[config.mk]
export PLATFORM = sky130hd
export DESIGN_NAME = ahb_post_bridge
export DESIGN_NICKNAME = d
export VERILOG_FILES = /design/src/rtl/hpb_pkg.sv /design/src/rtl/hpb_up_ctrl.sv /design/src/rtl/hpb_wbuf.sv /design/src/rtl/hpb_dn_seq.sv /design/src/rtl/ahb_post_bridge.sv
export SDC_FILE = /design/constraint.sdc
export NUM_CORES = 1
export LEC_CHECK = 0
export CORE_ASPECT_RATIO = 0.8
export CORE_MARGIN = 2
export CORE_UTILIZATION = 51
export DETAILED_ROUTE_END_ITERATION = 7
export PLACE_DENSITY = 0.8
export SYNTH_ARGS = -nofsm -noshare
export SYNTH_HDL_FRONTEND = slang
export SYNTH_HIERARCHICAL = 1
export SYNTH_SLANG_ARGS = --single-unit
[constraint.sdc]
create_clock -name clk -period 2.15 [get_ports clk]
set_clock_uncertainty 0.1 [all_clocks]
set_input_delay 0.215 -clock clk [delete_from_list [all_inputs] [get_ports clk]]
set_output_delay 0.215 -clock clk [all_outputs]
set_load 0.02 [all_outputs]
[src/rtl/hpb_pkg.sv]
`timescale 1ns/1ps
package hpb_pkg;

    localparam int HTRANS_W = 2;
    localparam int HSIZE_W  = 3;

    typedef enum logic [HTRANS_W-1:0] {
        TR_IDLE   = 2'b00,
        TR_BUSY   = 2'b01,
        TR_NONSEQ = 2'b10,
        TR_SEQ    = 2'b11
    } htrans_e;

    // Upstream data-phase tracker
    typedef enum logic [2:0] {
        UP_IDLE,
        UP_WR,
        UP_RD,
        UP_RDOK,
        UP_ERR1,
        UP_ERR2
    } up_state_e;

    // Downstream sequencer
    typedef enum logic [1:0] {
        DN_IDLE,
        DN_ADDR,
        DN_DATA
    } dn_state_e;

    // NONSEQ and SEQ request a transfer; IDLE and BUSY do not.
    function automatic logic is_active(input logic [HTRANS_W-1:0] tr);
        return tr[1];
    endfunction

endpackage

[src/rtl/hpb_up_ctrl.sv]
`timescale 1ns/1ps
module hpb_up_ctrl
    import hpb_pkg::*;
#(
    parameter int AW = 32
) (
    input  logic                clk,
    input  logic                rst,
    input  logic                s_hsel,
    input  logic [AW-1:0]       s_haddr,
    input  logic [HTRANS_W-1:0] s_htrans,
    input  logic                s_hwrite,
    input  logic [HSIZE_W-1:0]  s_hsize,
    input  logic                s_hready,
    input  logic                wb_valid,
    input  logic                rd_take,
    input  logic                rd_done,
    input  logic                rd_err,
    output logic                s_hreadyout,
    output logic                s_hresp,
    output logic                wb_fill,
    output logic [AW-1:0]       wr_addr,
    output logic [HSIZE_W-1:0]  wr_size,
    output logic                rd_req,
    output logic [AW-1:0]       rd_addr,
    output logic [HSIZE_W-1:0]  rd_size
);

    up_state_e state_q, state_d;
    logic      accept;
    logic      phase_done;

    assign accept = s_hsel && is_active(s_htrans) && s_hready;

    always_comb begin
        unique case (state_q)
            UP_WR:          s_hreadyout = !wb_valid;
            UP_RD, UP_ERR1: s_hreadyout = 1'b0;
            default:        s_hreadyout = 1'b1;
        endcase
    end

    assign s_hresp    = (state_q == UP_ERR1) || (state_q == UP_ERR2);
    assign wb_fill    = (state_q == UP_WR) && !wb_valid;
    assign phase_done = s_hreadyout && s_hready;

    always_comb begin
        state_d = state_q;
        case (state_q)
            UP_RD:   if (rd_done) state_d = rd_err ? UP_ERR1 : UP_RDOK;
            UP_ERR1: state_d = UP_ERR2;
            default: if (phase_done) state_d = accept ? (s_hwrite ? UP_WR : UP_RD) : UP_IDLE;
        endcase
    end

    always_ff @(posedge clk) begin
        if (rst) begin
            state_q <= UP_IDLE;
            rd_req  <= 1'b0;
            wr_addr <= '0;
            wr_size <= '0;
            rd_addr <= '0;
            rd_size <= '0;
        end else begin
            state_q <= state_d;
            if (accept && phase_done) begin
                if (s_hwrite) begin
                    wr_addr <= s_haddr;
                    wr_size <= s_hsize;
                end else begin
                    rd_addr <= s_haddr;
                    rd_size <= s_hsize;
                    rd_req  <= 1'b1;
                end
            end
            if (rd_take) rd_req <= 1'b0;
        end
    end

    AST_WR_ZERO_WAIT: assert property (@(posedge clk) disable iff (rst) (accept && phase_done && s_hwrite && !wb_valid && !wb_fill) |=> s_hreadyout);
    AST_RD_STALLS: assert property (@(posedge clk) disable iff (rst) (accept && phase_done && !s_hwrite) |=> !s_hreadyout);
    AST_ERR_SECOND: assert property (@(posedge clk) disable iff (rst) (s_hresp && !s_hreadyout) |=> (s_hresp && s_hreadyout));
    AST_ERR_OPENS_LOW: assert property (@(posedge clk) disable iff (rst) $rose(s_hresp) |-> !s_hreadyout);

endmodule

[src/rtl/hpb_wbuf.sv]
`timescale 1ns/1ps
module hpb_wbuf
    import hpb_pkg::*;
#(
    parameter int AW = 32,
    parameter int DW = 32
) (
    input  logic               clk,
    input  logic               rst,
    input  logic               fill,
    input  logic [AW-1:0]      fill_addr,
    input  logic [HSIZE_W-1:0] fill_size,
    input  logic [DW-1:0]      fill_data,
    input  logic               drain,
    output logic               valid,
    output logic [AW-1:0]      addr,
    output logic [HSIZE_W-1:0] size,
    output logic [DW-1:0]      data
);

    typedef struct packed {
        logic [AW-1:0]      addr;
        logic [HSIZE_W-1:0] size;
        logic [DW-1:0]      data;
    } entry_t;

    entry_t entry_q;

    always_ff @(posedge clk) begin
        if (rst) begin
            valid   <= 1'b0;
            entry_q <= '0;
        end else if (fill) begin
            valid   <= 1'b1;
            entry_q <= '{addr: fill_addr, size: fill_size, data: fill_data};
        end else if (drain) begin
            valid   <= 1'b0;
        end
    end

    assign addr = entry_q.addr;
    assign size = entry_q.size;
    assign data = entry_q.data;

    AST_NO_OVERWRITE: assert property (@(posedge clk) disable iff (rst) fill |-> !valid);
    AST_DRAIN_HAS_ENTRY: assert property (@(posedge clk) disable iff (rst) drain |-> valid);

endmodule

[src/rtl/hpb_dn_seq.sv]
`timescale 1ns/1ps
module hpb_dn_seq
    import hpb_pkg::*;
#(
    parameter int AW = 32,
    parameter int DW = 32
) (
    input  logic                clk,
    input  logic                rst,
    input  logic                wb_valid,
    input  logic [AW-1:0]       wb_addr,
    input  logic [HSIZE_W-1:0]  wb_size,
    input  logic [DW-1:0]       wb_data,
    input  logic                rd_req,
    input  logic [AW-1:0]       rd_addr,
    input  logic [HSIZE_W-1:0]  rd_size,
    input  logic                m_hready,
    input  logic                m_hresp,
    input  logic [DW-1:0]       m_hrdata,
    output logic [AW-1:0]       m_haddr,
    output logic [HTRANS_W-1:0] m_htrans,
    output logic                m_hwrite,
    output logic [HSIZE_W-1:0]  m_hsize,
    output logic [DW-1:0]       m_hwdata,
    output logic                wb_drain,
    output logic                rd_take,
    output logic                rd_done,
    output logic                rd_err,
    output logic [DW-1:0]       rd_data,
    output logic                wr_err
);

    dn_state_e state_q;
    logic      launch_wr, launch_rd, complete;

    // A buffered write always wins, which keeps write-then-read order.
    assign launch_wr = (state_q == DN_IDLE) && wb_valid;
    assign launch_rd = (state_q == DN_IDLE) && !wb_valid && rd_req;
    assign complete  = (state_q == DN_DATA) && m_hready;

    assign rd_take  = launch_rd;
    assign wb_drain = complete && m_hwrite;
    assign rd_done  = complete && !m_hwrite;
    assign rd_err   = m_hresp;

    always_ff @(posedge clk) begin
        if (rst) begin
            state_q  <= DN_IDLE;
            m_htrans <= TR_IDLE;
            m_haddr  <= '0;
            m_hwrite <= 1'b0;
            m_hsize  <= '0;
            m_hwdata <= '0;
            rd_data  <= '0;
            wr_err   <= 1'b0;
        end else begin
            case (state_q)
                DN_IDLE: begin
                    if (launch_wr) begin
                        m_haddr  <= wb_addr;
                        m_hsize  <= wb_size;
                        m_hwrite <= 1'b1;
                        m_hwdata <= wb_data;
                        m_htrans <= TR_NONSEQ;
                        state_q  <= DN_ADDR;
                    end else if (launch_rd) begin
                        m_haddr  <= rd_addr;
                        m_hsize  <= rd_size;
                        m_hwrite <= 1'b0;
                        m_htrans <= TR_NONSEQ;
                        state_q  <= DN_ADDR;
                    end
                end
                DN_ADDR: begin
                    if (m_hready) begin
                        m_htrans <= TR_IDLE;
                        state_q  <= DN_DATA;
                    end
                end
                DN_DATA: begin
                    if (m_hready) begin
                        state_q <= DN_IDLE;
                        if (!m_hwrite) rd_data <= m_hrdata;
                        else if (m_hresp) wr_err <= 1'b1;
                    end
                end
                default: state_q <= DN_IDLE;
            endcase
        end
    end

    AST_TRANS_LEGAL: assert property (@(posedge clk) disable iff (rst) (m_htrans == TR_IDLE || m_htrans == TR_NONSEQ));
    AST_NONSEQ_ONCE: assert property (@(posedge clk) disable iff (rst) (m_htrans == TR_NONSEQ && m_hready) |=> (m_htrans == TR_IDLE));
    AST_ADDR_HOLD: assert property (@(posedge clk) disable iff (rst) (m_htrans == TR_NONSEQ && !m_hready) |=> (m_htrans == TR_NONSEQ && $stable(m_haddr)));
    AST_RD_AFTER_DRAIN: assert property (@(posedge clk) disable iff (rst) (m_htrans == TR_NONSEQ && !m_hwrite) |-> !wb_valid);

endmodule

[src/rtl/ahb_post_bridge.sv]
`timescale 1ns/1ps
module ahb_post_bridge
    import hpb_pkg::*;
#(
    parameter int ADDR_W = 32,
    parameter int DATA_W = 32
) (
    input  logic                clk,
    input  logic                rst,
    input  logic                s_hsel,
    input  logic [ADDR_W-1:0]   s_haddr,
    input  logic [HTRANS_W-1:0] s_htrans,
    input  logic                s_hwrite,
    input  logic [HSIZE_W-1:0]  s_hsize,
    input  logic [DATA_W-1:0]   s_hwdata,
    input  logic                s_hready,
    output logic                s_hreadyout,
    output logic                s_hresp,
    output logic [DATA_W-1:0]   s_hrdata,
    output logic [ADDR_W-1:0]   m_haddr,
    output logic [HTRANS_W-1:0] m_htrans,
    output logic                m_hwrite,
    output logic [HSIZE_W-1:0]  m_hsize,
    output logic [DATA_W-1:0]   m_hwdata,
    input  logic                m_hready,
    input  logic                m_hresp,
    input  logic [DATA_W-1:0]   m_hrdata,
    output logic                wr_err_flag
);

    logic               wb_fill, wb_drain, wb_valid;
    logic [ADDR_W-1:0]  wr_addr, wb_addr, rd_addr;
    logic [HSIZE_W-1:0] wr_size, wb_size, rd_size;
    logic [DATA_W-1:0]  wb_data;
    logic               rd_req, rd_take, rd_done, rd_err;

    hpb_up_ctrl #(.AW(ADDR_W)) up_i (
        .clk(clk), .rst(rst),
        .s_hsel(s_hsel), .s_haddr(s_haddr), .s_htrans(s_htrans),
        .s_hwrite(s_hwrite), .s_hsize(s_hsize), .s_hready(s_hready),
        .wb_valid(wb_valid), .rd_take(rd_take), .rd_done(rd_done), .rd_err(rd_err),
        .s_hreadyout(s_hreadyout), .s_hresp(s_hresp),
        .wb_fill(wb_fill), .wr_addr(wr_addr), .wr_size(wr_size),
        .rd_req(rd_req), .rd_addr(rd_addr), .rd_size(rd_size)
    );

    hpb_wbuf #(.AW(ADDR_W), .DW(DATA_W)) wbuf_i (
        .clk(clk), .rst(rst),
        .fill(wb_fill), .fill_addr(wr_addr), .fill_size(wr_size), .fill_data(s_hwdata),
        .drain(wb_drain),
        .valid(wb_valid), .addr(wb_addr), .size(wb_size), .data(wb_data)
    );

    hpb_dn_seq #(.AW(ADDR_W), .DW(DATA_W)) dn_i (
        .clk(clk), .rst(rst),
        .wb_valid(wb_valid), .wb_addr(wb_addr), .wb_size(wb_size), .wb_data(wb_data),
        .rd_req(rd_req), .rd_addr(rd_addr), .rd_size(rd_size),
        .m_hready(m_hready), .m_hresp(m_hresp), .m_hrdata(m_hrdata),
        .m_haddr(m_haddr), .m_htrans(m_htrans), .m_hwrite(m_hwrite),
        .m_hsize(m_hsize), .m_hwdata(m_hwdata),
        .wb_drain(wb_drain), .rd_take(rd_take), .rd_done(rd_done), .rd_err(rd_err),
        .rd_data(s_hrdata), .wr_err(wr_err_flag)
    );

    AST_RESET_STATE: assert property (@(posedge clk) disable iff (rst) $past(rst) |-> (m_htrans == TR_IDLE && s_hreadyout && !s_hresp && !wr_err_flag));

endmodule

Word level (Yosys, flattened, before mapping)
Index checks and enable logic that the tools add are counted.
{ "op_classes": {"bitwise_logic": 2, "shift": 0, "n_lt_le_gt_ge": 0, "n_eq_ne": 10, "div": 0, "reduce_logical": 30, "n_addsub": 0, "muxes": 23, "multipliers": 0} }
{ "ops": {"columns": ["cell", "count"], "rows": [
  ["32-bit 2-to-1 mux", 2],
  ["3-bit 2-to-1 mux", 6],
  ["2-bit 2-to-1 mux", 7],
  ["1-bit logical AND", 11],
  ["2-bit AND reduction", 5],
  ["3-bit AND reduction", 3],
  ["3-bit == test (second input constant)", 2],
  ["2-bit one-hot mux with 3 select lines", 1],
  ["3-bit one-hot mux with 2 select lines", 1],
  ["2-bit nonzero test", 3],
  ["1-bit 2-to-1 mux", 4],
  ["2-bit inequality test (second input constant)", 2],
  ["2-bit one-hot mux with 2 select lines", 1],
  ["4-bit AND reduction", 1],
  ["2-bit OR reduction", 2],
  ["3-bit by 1-bit == test with 1-bit output (second input constant)", 1],
  ["3-bit by 2-bit == test with 1-bit output (second input constant)", 1],
  ["3-bit by 1-bit inequality test with 1-bit output (second input constant)", 1],
  ["3-bit nonzero test", 1],
  ["2-bit by 1-bit == test with 1-bit output (second input constant)", 1],
  ["2-bit == test (second input constant)", 1],
  ["1-bit zero test", 2],
  ["2-bit zero test", 1],
  ["2-bit by 1-bit inequality test with 1-bit output (second input constant)", 1],
  ["3 further kinds", 4]
]} }
{ "totals": {"register_bits": 247, "out_inout_bits": 105, "n_memories": 0, "in_bits": 108, "elab_cells": 83, "latchBits": 0, "ram_bits": 0, "mem_bits_ro": 0} }

Depth between registers and ports, before layout
{ "depth": {"word_depth": 6, "ltp_mapped": 8, "depth_no_buf": 5} }

Cells and area by module
The synthesis kept the hierarchy.
{ "modules_own_cells": {"columns": ["mod", "n_inst", "cells_per_inst", "area_per_inst_um2", "seq_area_each_um2"], "rows": [
  ["hpb_dn_seq", 1, 471, 4302.9, 2082.0],
  ["hpb_up_ctrl", 1, 309, 3270.6, 1481.4],
  ["hpb_wbuf", 1, 221, 2426.1, 1361.3]
]} }

Worst setup path after synthesis
Ideal clock, no wire load.
{ "synth_path": {"path_kind": "register -> register", "startpoint": "reg up_i.state_q[2]", "endpoint": "reg up_i.rd_addr[11]", "setup_slack_ns": 0.316, "arrival_time_ns": 1.662, "n_path_buf": 3, "setup_ns": 0.072, "stages_incl_launch_ff": 8, "synth_period_minus_slack_ns": 1.834, "required_time_ns": 1.978, "cell_sequence": "dfxtp_1 -> buf_6 -> nor3b_4 -> nor3_4 -> and2_4 -> buf_12 -> buf_12 -> mux2i_1"} }
{ "synth_via": {"elab_chain_len": 6, "word_cells_on_any_way": 8, "classes_between": "eq/ne: 3; mux: 1; reduce/logical: 4"} }
{ "synth_rtl": {"columns": ["item", "line_no", "text"], "rows": [
  ["from (decl)", "hpb_up_ctrl.sv:29", "up_state_e state_q, state_d;"],
  ["from (signal assigned)", "hpb_up_ctrl.sv:65", "state_q <= state_d;"],
  ["3-bit by 2-bit == test with 1-bit output / 3-bit == test (equally long branches)", "hpb_up_ctrl.sv:36", "unique case (state_q)"],
  ["2-bit OR reduction", "hpb_up_ctrl.sv:36", null],
  ["1-bit one-hot mux with 2 select lines (*)", "hpb_up_ctrl.sv:36", null],
  ["named net s_hreadyout", "ahb_post_bridge.sv:17", "output logic s_hreadyout,"],
  ["1-bit logical AND (*)", "hpb_up_ctrl.sv:45", "assign phase_done = s_hreadyout && s_hready;"],
  ["1-bit logical AND (*)", "hpb_up_ctrl.sv:66", "if (accept && phase_done) begin"],
  ["2-bit AND reduction (no source line) (*)", null, null],
  ["to (signal assigned)", "hpb_up_ctrl.sv:71", "rd_addr <= s_haddr;"],
  ["to (decl)", "hpb_up_ctrl.sv:25", "output logic [AW-1:0] rd_addr,"]
]} }
Mark *: on every way through the listed nets, which the timed path passes. The rest lies on a longest branch.
A chain may end at the register's enable or synchronous reset.

Final worst setup path
{ "layout_path": {"startpoint": "reg up_i.state_q[1]", "endpoint": "out s_hreadyout"} }
{ "layout_via": {"elab_chain_len": 3, "word_cells_on_any_way": 5, "classes_between": "eq/ne: 3; mux: 1; reduce/logical: 1"} }
{ "layout_rtl": {"columns": ["item", "line_no"], "rows": [
  ["3-bit by 2-bit == test with 1-bit output / 3-bit == test (equally long branches)", "hpb_up_ctrl.sv:36"],
  ["2-bit OR reduction", "hpb_up_ctrl.sv:36"],
  ["1-bit one-hot mux with 2 select lines (*)", "hpb_up_ctrl.sv:36"],
  ["to (decl)", "ahb_post_bridge.sv:17"]
]} }
Mark *: on every way between the ends. The rest lies on a longest branch, timed or not.

==> insert_results.sql <==
INSERT INTO impl_metrics (metric_group, metric, value, unit) VALUES
('pwr', 'vdd_ir_drop_max', '0.573', 'mV'),
('setup_path', 'worstSetupStartpoint', 'up_i/state_q[1]', ''),
('clock_tree', 'post-cts-setup-buffer-count', '0', ''),
('synthesis', 'syn-instance-count', '1001', ''),
('floorplanning', 'floorplan.initialDensity', '52.4', '%'),
('clock_tree', 'cts_hold_buf', '0', ''),
('place', 'gp_congestion', '0.769', ''),
('route', 'routed-via-count', '7425', ''),
('setup_path', 'critical_path_peak_fanout', '4', ''),
('floorplanning', 'rows', '45', ''),
('route', 'avgViaCountPerCell', '5.09', ''),
('sta', 'min_period', '2.05', 'ns'),
('clock_tree', 'total_clock_buffers_created_by_cts', '25', ''),
('place', 'dpl.hpwl', '14900', 'um'),
('pwr', 'pwr-share-comb', '15.3', '%'),
('pwr', 'p_sw', '0.00266', 'W'),
('clock_tree', 'cts_num_sinks', '246', ''),
('final_layout', 'syn_to_final_growth', '30.2', '%'),
('route', 'drt-wirelength-per-cell', '15.6', 'um'),
('clock_tree', 'tritoncts', 'yes', ''),
('synthesis', 'netlist-cell-type-count', '45', ''),
('synthesis', 'synth_async_sr_flop_share', '0', '%'),
('floorplanning', 'fp.dieArea', '20700', 'um2'),
('route', 'detailedRoute.firstPassIterationCount', '4', ''),
('clock_tree', 'clock_input_transition_at_the_sequential_cells_of_the_worst_setup_and_hold_paths', '0.06', 'ns'),
('floorplanning', 'chipWidth', '161', 'um'),
('synthesis', 'postSynthAreaPerCell', '9.99', 'um2'),
('flow_run', 'max-cap-violations', '0', ''),
('synthesis', 'postSynthRegisterBits', '246', ''),
('floorplanning', 'fp.coreArea', '19100', 'um2'),
('hold_path', 'min-delay-start', 'rst', ''),
('synthesis', 'synth_seq_area_share', '49.2', '%'),
('synthesis', 'total_nets_after_synthesis', '1109', ''),
('clock_tree', 'cts_htree_levels', '1', ''),
('setup_path', 'type_of_element_capturing_the_critical_path', 'primary output', ''),
('pwr', 'sw_frac_of_total', '24.8', '%'),
('pwr', 'internal_power', '0.00805', 'W'),
('final_layout', 'final_layout_size_suffix_gt1_share', '9.90', '%'),
('pwr', 'cellPowerDensity', '823', 'nW/um2'),
('clock_tree', 'clockRootBuffer', 'sky130_fd_sc_hd__clkbuf_16', ''),
('route', 'wl', '22700', 'um'),
('synthesis', 'ys_top_cells_by_count', 'sky130_fd_sc_hd__dfxtp_1, sky130_fd_sc_hd__mux2i_1, sky130_fd_sc_hd__nand2_1', ''),
('synthesis', 'yosys_most_used_dff', 'sky130_fd_sc_hd__dfxtp_1', ''),
('pwr', 'pwr-share-seq', '45.5', '%'),
('synthesis', 'netlist.area_leader.share', '49.2', '%'),
('setup_path', 'critical_path.reg2reg.startpoint', 'up_i/state_q[1]', ''),
('floorplanning', 'die_height', '129', 'um'),
('hold_path', 'hold_class', 'in2reg', ''),
('sta', 'period_utilization', '95.6', '%'),
('sta', 'slew_headroom', '64.0', '%'),
('clock_tree', 'max-clock-path-buffers', '3', ''),
('outcome', 'run_status', 'finished clean', ''),
('grt', 'number_of_global_route_vias_before_repair', '7249', ''),
('synthesis', 'mappedNetlistArea', '10000', 'um2'),
('route', 'number_of_drc_markers_in_iteration_0', '367', ''),
('pwr', 'total_power', '0.0107', 'W'),
('grt', 'grt_overflow_total', '0', ''),
('pwr', 'clkPwrFrac', '39.1', '%'),
('sta', 'finalSetupTns', '0', 'ns'),
('grt', 'largest_net_degree_at_the_start_of_global_routing', '68', ''),
('sta', 'final-max-slew-violation-count', '0', ''),
('grt', 'initial_antenna_violation_count', '0', ''),
('clock_tree', 'insertion_delay', '0.51', 'ns'),
('setup_path', 'worst_ep_required_time', '1.84', 'ns'),
('route', 'drt_drc_violations_left', '0', ''),
('setup_path', 'cp-start-kind', 'flip-flop', ''),
('grt', 'groute.usage.overall', '21.1', '%'),
('synthesis', 'edff_count_synth', '0', ''),
('synthesis', 'yosysMostFrequentCell', 'sky130_fd_sc_hd__dfxtp_1', ''),
('sta', 'worst_slew_pin_slew', '0.539', 'ns'),
('floorplanning', 'num_io_pins', '213', '');
-- flip-flops by register name, summed over array words and instances (netlist names) --
signal and cells:
dn_i/m_haddr 32, dn_i/m_hwdata 32, dn_i/rd_data 32, up_i/rd_addr 32
up_i/wr_addr 32, wbuf_i/addr 32, wbuf_i/data 32, dn_i/m_hsize 3
up_i/rd_size 3, up_i/state_q 3, up_i/wr_size 3, wbuf_i/size 3
dn_i/state_q 2, dn_i/m_htrans 1, dn_i/m_hwrite 1, dn_i/wr_err 1
up_i/rd_req 1, wbuf_i/valid 1
-- power groups by stage --
stage / clock [W] / combinational [W] / sequential [W]
2_1_floorplan: 0 / 0.000925 / 0.00508
6_report: 0.00419 / 0.00164 / 0.00488
5_1_grt: 0.00450 / 0.00176 / 0.00490
3_5_place_dp: 0 / 0.00164 / 0.00498
3_3_place_gp: 0 / 0.00163 / 0.00497
4_1_cts: 0.00429 / 0.00165 / 0.00488
-- final cells by class --
| cell class | instances | area [um2] |
|---|---|---|
| timing repair buffer | 243 | 2480 |
| clock buffer | 38 | 785 |
| fill | 1462 | 6070 |
| sequential | 246 | 4930 |
| tap | 258 | 323 |
| multi-input combinational | 665 | 4450 |
| clock inverter | 3 | 21.3 |
| inverter | 7 | 27.5 |
-- worst paths after layout --
check                      endpoint  slack [ns]  cells after the start
setup / recovery        s_hreadyout         0.1                      3
hold / removal      wbuf_i/addr[10]        0.08                      2
setup reg to reg   up_i/wr_addr[11]        0.25                      5
hold reg to reg   dn_i/m_hwdata[31]        0.35                      2
-- logic make-up after synthesis --
| group | after synthesis | synth area share [%] |
|---|---|---|
| AOI/OAI and AO/OA | 153 | 10.4 |
| buffers and inverters | 90 | 6.36 |
| DFF | 246 | 49.2 |
| muxes | 173 | 17.3 |
| other | 1 | 0.0375 |
| and+or+nand+nor | 338 | 16.7 |
-- placed cells by master (no fill, tap or decap), types with 2 or more instances in the layout --
| cell type | count |
|---|---|
| sky130_fd_sc_hd__a211oi_1 | 5 |
| sky130_fd_sc_hd__a211oi_2 | 30 |
| sky130_fd_sc_hd__a21oi_1 | 106 |
| sky130_fd_sc_hd__a221oi_1 | 3 |
| sky130_fd_sc_hd__buf_12 | 10 |
| sky130_fd_sc_hd__buf_4 | 23 |
| sky130_fd_sc_hd__clkbuf_1 | 2 |
| sky130_fd_sc_hd__clkbuf_16 | 25 |
| sky130_fd_sc_hd__clkbuf_8 | 12 |
| sky130_fd_sc_hd__clkdlybuf4s50_1 | 207 |
| sky130_fd_sc_hd__clkinv_2 | 2 |
| sky130_fd_sc_hd__dfxtp_1 | 243 |
| sky130_fd_sc_hd__dfxtp_2 | 3 |
| sky130_fd_sc_hd__inv_1 | 6 |
| sky130_fd_sc_hd__mux2i_1 | 172 |
| sky130_fd_sc_hd__nand2_1 | 130 |
| sky130_fd_sc_hd__nand2b_1 | 107 |
| sky130_fd_sc_hd__nor2_1 | 77 |
| sky130_fd_sc_hd__nor3_1 | 3 |
| sky130_fd_sc_hd__nor3b_1 | 2 |
| sky130_fd_sc_hd__nor3b_4 | 2 |
| sky130_fd_sc_hd__o22ai_1 | 3 |
| sky130_fd_sc_hd__or3b_1 | 2 |
-- routing by layer --
metal	vias to the layer above	global-route usage, %	share of wire [%]
li1	3737	-	-
met1	3444	28.0	46
met2	198	34.8	45
met3	46	5.09	6.2
met4	0	5.94	2.6
met5	-	0	0
-- what timing repair did --
action                     in CTS  in global routing
resized for setup               3                  1
pin swaps                       0                  0
setup endpoints to repair       2                  1
-- stage by stage --
step	util (%)	hold slack, ns	area (um2)	setup slack [ns]	instances
3_3_place_gp	64.0	0.336	12200	0.250	1419
2_1_floorplan	-	0.251	10000	0.316	1001
6_report	68.2	0.0837	13000	0.0954	1460
4_1_cts	68.2	0.0719	13000	0.0306	1460
3_5_place_dp	64.0	0.342	12200	0.185	1419
5_1_grt	68.2	0.0949	13000	0.0109	1460
-- worst max-delay path, cell delays in order, from the launching register on --
cell,delay (ns)
sky130_fd_sc_hd__dfxtp_1,0.41
sky130_fd_sc_hd__nor3b_2,0.39
sky130_fd_sc_hd__nor3_4,0.07
sky130_fd_sc_hd__dlygate4sd2_1,0.36
Note: power is estimated with default switching activity, not from simulation.
